**src/rtl/belt_alarm_pkg.sv**
```systemverilog
package belt_alarm_pkg;

    typedef enum logic [1:0] {
        ST_IDLE  = 2'd0,
        ST_WAIT  = 2'd1,
        ST_ALARM = 2'd2
    } belt_state_e;

    typedef struct packed {
        belt_state_e state;
        logic        silenced;
        logic        alarm;
        logic        start;
    } belt_ctrl_t;

endpackage

```
**src/rtl/belt_sec_counter.sv**
```systemverilog
module belt_sec_counter #(
    parameter int CNT_W   = 4,
    parameter int SAT_VAL = 10
) (
    input  logic             clk,
    input  logic             rst_n,
    input  logic             clr_i,
    input  logic             tick_i,
    output logic [CNT_W-1:0] count_o
);
    localparam logic [CNT_W-1:0] SatLim = CNT_W'(SAT_VAL);

    logic [CNT_W-1:0] cnt_d, cnt_q;

    always_comb begin
        cnt_d = cnt_q;
        if (clr_i) begin
            cnt_d = '0;
        end else if (tick_i && (cnt_q != SatLim)) begin
            cnt_d = cnt_q + 1'b1;
        end
    end

    always_ff @(posedge clk or negedge rst_n) begin
        if (!rst_n) begin
            cnt_q <= '0;
        end else begin
            cnt_q <= cnt_d;
        end
    end

    assign count_o = cnt_q;
endmodule

```
**src/rtl/belt_fsm.sv**
```systemverilog
module belt_fsm
    import belt_alarm_pkg::*;
#(
    parameter int CNT_W     = 4,
    parameter int GRACE_SEC = 5,
    parameter int END_SEC   = 10
) (
    input  logic             clk,
    input  logic             rst_n,
    input  logic             key_i,
    input  logic             belt_i,
    input  logic             tick_i,
    input  logic [CNT_W-1:0] count_i,
    output logic             clr_o,
    output logic             alarm_o,
    output logic             start_o
);
    localparam logic [CNT_W-1:0] GraceLast = CNT_W'(GRACE_SEC - 1);
    localparam logic [CNT_W-1:0] EndLast   = CNT_W'(END_SEC - 1);

    belt_ctrl_t ctl_d, ctl_q;
    logic       grace_done, window_done;

    // The tick that completes a period is acted on at the edge that samples it.
    assign grace_done  = tick_i && (count_i == GraceLast);
    assign window_done = tick_i && (count_i == EndLast);

    always_comb begin
        ctl_d       = ctl_q;
        ctl_d.start = 1'b0;
        ctl_d.alarm = 1'b0;
        clr_o       = 1'b0;
        unique case (ctl_q.state)
            ST_IDLE: begin
                ctl_d.silenced = 1'b0;
                if (key_i) begin
                    ctl_d.state = ST_WAIT;
                    ctl_d.start = 1'b1;
                    clr_o       = 1'b1;
                end
            end
            ST_WAIT: begin
                if (!key_i) begin
                    ctl_d.state    = ST_IDLE;
                    ctl_d.silenced = 1'b0;
                end else if (belt_i) begin
                    ctl_d.silenced = 1'b1;
                end else if (!ctl_q.silenced && grace_done) begin
                    ctl_d.state = ST_ALARM;
                    ctl_d.alarm = 1'b1;
                end
            end
            ST_ALARM: begin
                if (!key_i) begin
                    ctl_d.state    = ST_IDLE;
                    ctl_d.silenced = 1'b0;
                end else if (belt_i || window_done) begin
                    ctl_d.state    = ST_WAIT;
                    ctl_d.silenced = 1'b1;
                end else begin
                    ctl_d.alarm = 1'b1;
                end
            end
            default: begin
                ctl_d.state    = ST_IDLE;
                ctl_d.silenced = 1'b0;
            end
        endcase
    end

    always_ff @(posedge clk or negedge rst_n) begin
        if (!rst_n) begin
            ctl_q <= '{state: ST_IDLE, silenced: 1'b0, alarm: 1'b0, start: 1'b0};
        end else begin
            ctl_q <= ctl_d;
        end
    end

    assign alarm_o = ctl_q.alarm;
    assign start_o = ctl_q.start;
endmodule

```
**src/rtl/belt_alarm_ctrl.sv**
```systemverilog
module belt_alarm_ctrl #(
    parameter int GRACE_SEC = 5,
    parameter int ALARM_SEC = 5
) (
    input  logic clk,
    input  logic rst_n,
    input  logic key_on_i,
    input  logic belt_on_i,
    input  logic sec_tick_i,
    output logic alarm_o,
    output logic timer_start_o
);
    localparam int EndSec = GRACE_SEC + ALARM_SEC;
    localparam int CntW   = $clog2(EndSec + 1);

    logic            cnt_clr;
    logic [CntW-1:0] sec_count;

    belt_sec_counter #(
        .CNT_W  (CntW),
        .SAT_VAL(EndSec)
    ) u_counter (
        .clk    (clk),
        .rst_n  (rst_n),
        .clr_i  (cnt_clr),
        .tick_i (sec_tick_i),
        .count_o(sec_count)
    );

    belt_fsm #(
        .CNT_W    (CntW),
        .GRACE_SEC(GRACE_SEC),
        .END_SEC  (EndSec)
    ) u_fsm (
        .clk    (clk),
        .rst_n  (rst_n),
        .key_i  (key_on_i),
        .belt_i (belt_on_i),
        .tick_i (sec_tick_i),
        .count_i(sec_count),
        .clr_o  (cnt_clr),
        .alarm_o(alarm_o),
        .start_o(timer_start_o)
    );
endmodule

```
**config.mk**
```make
export PLATFORM = sky130hd
export DESIGN_NAME = belt_alarm_ctrl
export DESIGN_NICKNAME = d
export VERILOG_FILES = /design/src/rtl/belt_alarm_pkg.sv /design/src/rtl/belt_sec_counter.sv /design/src/rtl/belt_fsm.sv /design/src/rtl/belt_alarm_ctrl.sv
export SDC_FILE = /design/constraint.sdc
export NUM_CORES = 1
export LEC_CHECK = 0
export BUFFER_PORTS_ARGS = -buffer_cell sky130_fd_sc_hd__buf_2
export CORE_AREA = 8 8 45 47
export DETAILED_ROUTE_END_ITERATION = 16
export DIE_AREA = 0 0 53 55
export SLEW_MARGIN = 20
export SYNTH_ARGS = -nofsm -noshare
export SYNTH_HDL_FRONTEND = slang
export SYNTH_SLANG_ARGS = --single-unit
```
**constraint.sdc**
```tcl
create_clock -name clk -period 1.88 [get_ports clk]
set_clock_uncertainty 0.2 [all_clocks]
set_input_delay 0.188 -clock clk [delete_from_list [all_inputs] [get_ports clk]]
set_output_delay 0.188 -clock clk [all_outputs]
set_load 0.02 [all_outputs]
```
-- Word-level counts from Yosys, hierarchy flattened
Cells that the tools add are included.
- register bits after elaboration: 9
- input bits: 5
- output and inout bits: 2
- word-level logic and storage cells: 44
- add/sub/neg operators: 1
- equality and inequality tests: 10
- mux-type cells: 18
- reduce and logical (&&, ||, !) cells: 10
- operator list (operator ; number):
    3-bit two-way mux ; 3
    3-bit case mux with 3 select lines ; 1
    1-bit two-way mux ; 8
    4-bit two-way mux ; 2
    2-bit two-way mux ; 3
    3-bit by 2-bit != test with 1-bit output (second input constant) ; 2
    3-bit != test (second input constant) ; 2
    4-bit by 1-bit adder with 4-bit output (second input constant) ; 1
    4-bit by 3-bit equality test with 1-bit output (second input constant) ; 1
    4-bit equality test (second input constant) ; 1
    1-bit logical AND ; 4
    4-bit != test (second input constant) ; 1
    4-bit AND reduction ; 1
    2-bit by 1-bit equality test with 1-bit output (second input constant) ; 1
    2-bit equality test (second input constant) ; 1
    2-bit logical NOT ; 1
    2-bit != test (second input constant) ; 1
    1-bit case mux with 2 select lines ; 1
    2-bit AND reduction ; 1
    2-bit nonzero test ; 1
    1-bit logical NOT ; 1
    1-bit logical OR ; 1

-- Depth between registers and ports, before layout
- depth in word-level cells: 7
- depth in mapped cells: 6
- depth with buffers taken out: 6

-- Hierarchy
From an unflattened synthesis, not the netlist that was laid out.
- cell total of the unflattened synthesis: 61
- area total of the unflattened synthesis: 588.1 um2
- by module, submodules not included (module ; instances ; cells each ; area each (um2) ; seq. area each (um2)):
    belt_fsm ; 1 ; 39 ; 355.3 ; 125.1
    belt_sec_counter ; 1 ; 22 ; 232.7 ; 100.1

-- Least setup slack after synthesis
OpenSTA, ideal clock, no wires.
- kind: flip-flop to flip-flop
- from: register u_counter.cnt_q[0] (netlist: u_counter.count_o[0])
- to: register u_fsm.ctl_q[3] (netlist bit)
- setup time: 128 ps
- arrival: 1479 ps
- required time: 1552 ps
- setup slack: 73 ps
- stages on the path, launching flop included: 7
- path buffers: 0
- period minus slack after synthesis: 1807 ps
- cells stage by stage: dfrtp_1 -> inv_1 -> ha_1 -> nor4b_2 -> a31oi_1 -> nor3_2 -> mux2_1
- word-level cells in the longest chain between the ends: 5
- elaborated cells between the ends (all ways): 9
- those cells by class: eq/ne (4); reduce/logical (5)
- ends and longest elaborated chain (item ; line ; source):
    start, declared ; belt_sec_counter.sv:13 ; logic [CNT_W-1:0] cnt_d, cnt_q;
    start signal, assigned ; belt_sec_counter.sv:28 ; cnt_q <= cnt_d;
    4-bit by 3-bit equality test with 1-bit output or 4-bit equality test (tied branches) ; belt_fsm.sv:25, belt_fsm.sv:26 ;
    1-bit logical AND (on tied branches) ; belt_fsm.sv:25, belt_fsm.sv:26 ;
    1-bit logical AND or 1-bit logical OR (tied branches) ; belt_fsm.sv:48, belt_fsm.sv:57 ;
    3-bit by 2-bit != test with 1-bit output (no source line) ; n/a ;
    4-bit AND reduction (no source line) * ; n/a ;
    end signal, assigned ; belt_fsm.sv:73 ; ctl_q <= '{state: ST_IDLE, silenced: 1'b0, alarm: 1'b0, start: 1'b0};
    end signal, assigned ; belt_fsm.sv:75 ; ctl_q <= ctl_d;
    end, declared ; belt_fsm.sv:21 ; belt_ctrl_t ctl_d, ctl_q;
Every way passes the cells marked *; elsewhere a longest branch is shown, timed or not.
A chain may end at the register's enable or synchronous reset.

-- Worst setup path after layout
Same ends and word-level chain as after synthesis.

==> metrics.txt <==
drt drc 0; vias per cell 4.84; WL final about 1200 um; Synth Net Count 70; Worst Reg-to-Reg Cells 6; Die Height 55 um; startpoint types register; CP required 1820 ps; Internal 583 uW; Worst VDD drop 0.000594 V; area grow syn2layout 28.1%; crit path capture type register; pwr dens between 1000 and 1500 mW/mm2; Fin Setup TNS 0 ps; outcome completed; layout net count 88; FF-to-FF setup slack between 20 and 25 ps; Setup CP Type register to register; type of the most critical hold path input port to register; Leak 0.364 nW; Hold WS around 42 ps; Clock Pin Slew Worst Setup and Hold Paths around 60 ps; min-delay src key_on_i; DRT Pass-1 Iters 4; final antenna-violating net count 0; die span in x ~53 um; Slew headroom 85.2%; Ys Warns 0; clock network fraction of total power 16.2%; max-cap viol count 0; clk buf depth 2; Seq pwr share 32.9%; Initial Util 41.1%; final global-route overflow total 0; sequential area share after synthesis 39.6%; Routed WL per cell 13.1 um; endpoints failing hold 0; CP arrival approximately 1800 ps; fillers about 130; flop and latch count out of synthesis 9; Post-Syn Area 569 um2; number of global-route vias before repair 429; CTS Root Cell clkbuf_4; Power Total a little over 900 uW; TritonCTS clock tree done; die area 0.00292 mm2; Synth Instances 57; syn avg cell area 9.99 um2; hpwl dp 871 um; Max FO, Critical Path 2; Area after DPL 646 um2; final instance area 729 um2; largest net degree at the start of global routing 10; Critical Path Source u_counter.count_o[0]; # rows 14; RR Endpoint u_fsm.ctl_q[3]; Fmax between 500 and 600 MHz; vias 436; Sw Share 37.6%; Final Cycle Share 98.7%; Clk Latency, worst-skew pair 260 ps; Initial DRC Count 3; Worst Max-Slew Pin Slew 221 ps; antenna violations before repair 0; Final setup viols 0; fraction of layout cells with a size suffix above 1 31.1%; Comb power frac approximately 50%; ant diodes 0; Reg2Reg Launch Point u_counter.count_o[0]; final critical-path required period 1860 ps; RSZ-0062 raised after global routing yes; Num Clock Sinks 9; first-pass GRT wire length about 1800 um; gr usage total 8.96%; Ports 7; Yosys cell types 23; H-tree depth 1; total CTS buffers 3; CP endpoint u_fsm.ctl_q[3]; P_sw around 350 uW; # port buffers 6; GP Congestion 0.722; Slew Viols, Final 0; core footprint 0.00138 mm2
## power by group through the flow
stage	Sequential (mW)	Clock [mW]	Combinational (mW)
after floorplan	0.324	0	0.234
after global placement	0.306	0	0.387
after detailed placement	0.307	0	0.396
after CTS	0.305	0.155	0.399
after global routing	0.312	0.164	0.530
final	0.307	0.152	0.476
## worst max-delay path: stages, from the launching register on
cell,delay (ps)
dfrtp_1,380
buf_4,140
ha_1,180
and4b_1,200
nor3_2,230
nor3_2,90
mux2_1,310
## registers in the layout, indices dropped and copies added, names as in the netlist
register           flops
u_fsm.start_o          1
u_fsm.ctl_q            3
u_fsm.alarm_o          1
u_counter.count_o      4
## per-stage QoR
| stage | utilization [%] | std cells | setup WS, ps |
|---|---|---|---|
| 2_1_floorplan | - | 57 | 73.3 |
| 3_3_place_gp | 46.7 | 82 | 51.4 |
| 3_5_place_dp | 46.7 | 82 | 9.13 |
| 4_1_cts | 49.3 | 87 | 36.5 |
| 5_1_grt | 52.7 | 90 | -64.6 |
| 6_report | 52.7 | 90 | 23.8 |
## kinds of logic after synthesis
kind of cell | share of synthesized area, %
XOR/XNOR | 4.62
flip-flops | 39.6
AO/OA/AOI/OAI | 6.81
adder cells (fa/ha/maj) | 17.6
multiplexers | 3.96
AND/OR/NAND/NOR | 24.2
buffers and inverters | 3.30
## per-layer routing
layer / track usage [%] / part of all wire (%) / vias up / wire (um)
met1: 10.0 / 48 / 200 / 562
met2: 13.1 / 45 / 6 / 531
met5: 0 / 0 / - / 0
met4: 9.05 / 3.1 / 0 / 36
li1: - / - / 226 / -
met3: 2.67 / 3.8 / 4 / 45
## final cells by class
cell class	count	area [um2]	area share, %
Tap cell	16	20.0	2.74
Inverter	4	15.0	2.06
Timing Repair Buffer	14	92.6	12.7
Clock buffer	4	26.3	3.60
Sequential cell	9	225	30.9
Multi-Input combinational cell	43	350	48.0
## placed cells by master (no fill, tap or decap), types with 2 or more instances in the layout
| cell type | instances |
|---|---|
| inv_2 | 2 |
| nand2_1 | 5 |
| buf_2 | 6 |
| nor2_1 | 5 |
| dfrtp_1 | 9 |
| ha_1 | 7 |
| nand3_1 | 3 |
| nor3_2 | 2 |
| buf_4 | 7 |
| inv_1 | 2 |
| a21oi_1 | 4 |
| clkbuf_4 | 3 |
| xor2_1 | 2 |
## synth_stat cells
cell / count / area share, %
nand3b_1: 1 / 1.3
xnor2_1: 1 / 1.5
nand3_1: 3 / 2.6
nand4_1: 1 / 1.1
nor4b_2: 1 / 2.6
mux2_1: 2 / 4.0
nor2b_1: 1 / 1.1
nor2_1: 5 / 3.3
or2_1: 1 / 1.1
a31oi_1: 1 / 1.1
and2_1: 1 / 1.1
o21ai_0: 1 / 0.88
nor3_2: 2 / 3.5
clkbuf_1: 1 / 0.66
and4b_1: 1 / 1.8
inv_1: 4 / 2.6
xor2_1: 2 / 3.1
dfrtp_1: 9 / 40
nand2_1: 5 / 3.3
ha_1: 8 / 18
nor3b_1: 1 / 1.3
o21a_1: 1 / 1.3
a21oi_1: 4 / 3.5
## worst min-delay path by stage
| stage | slack [ps] | depth (start not counted) | end |
|---|---|---|---|
| after CTS | 30 | 3 | u_fsm.ctl_q[2] |
| after global placement | -150 | 1 | u_fsm.alarm_o |
| final | 40 | 3 | u_fsm.ctl_q[2] |
| after floorplan | -310 | 0 | u_counter.count_o[0] |
| after global routing | 60 | 3 | u_fsm.ctl_q[2] |
| after detailed placement | -150 | 1 | u_fsm.ctl_q[4] |
## repair_timing
item                       CTS  global route
hold endpoints to repair     9             0
buffers inserted             0             3
setup endpoints to repair    1             2
gates resized for setup      0             6
pin swaps                    1             2
hold buffers                 1             0
cloned                       0             0
Note: power is estimated with default switching activity, not from simulation.
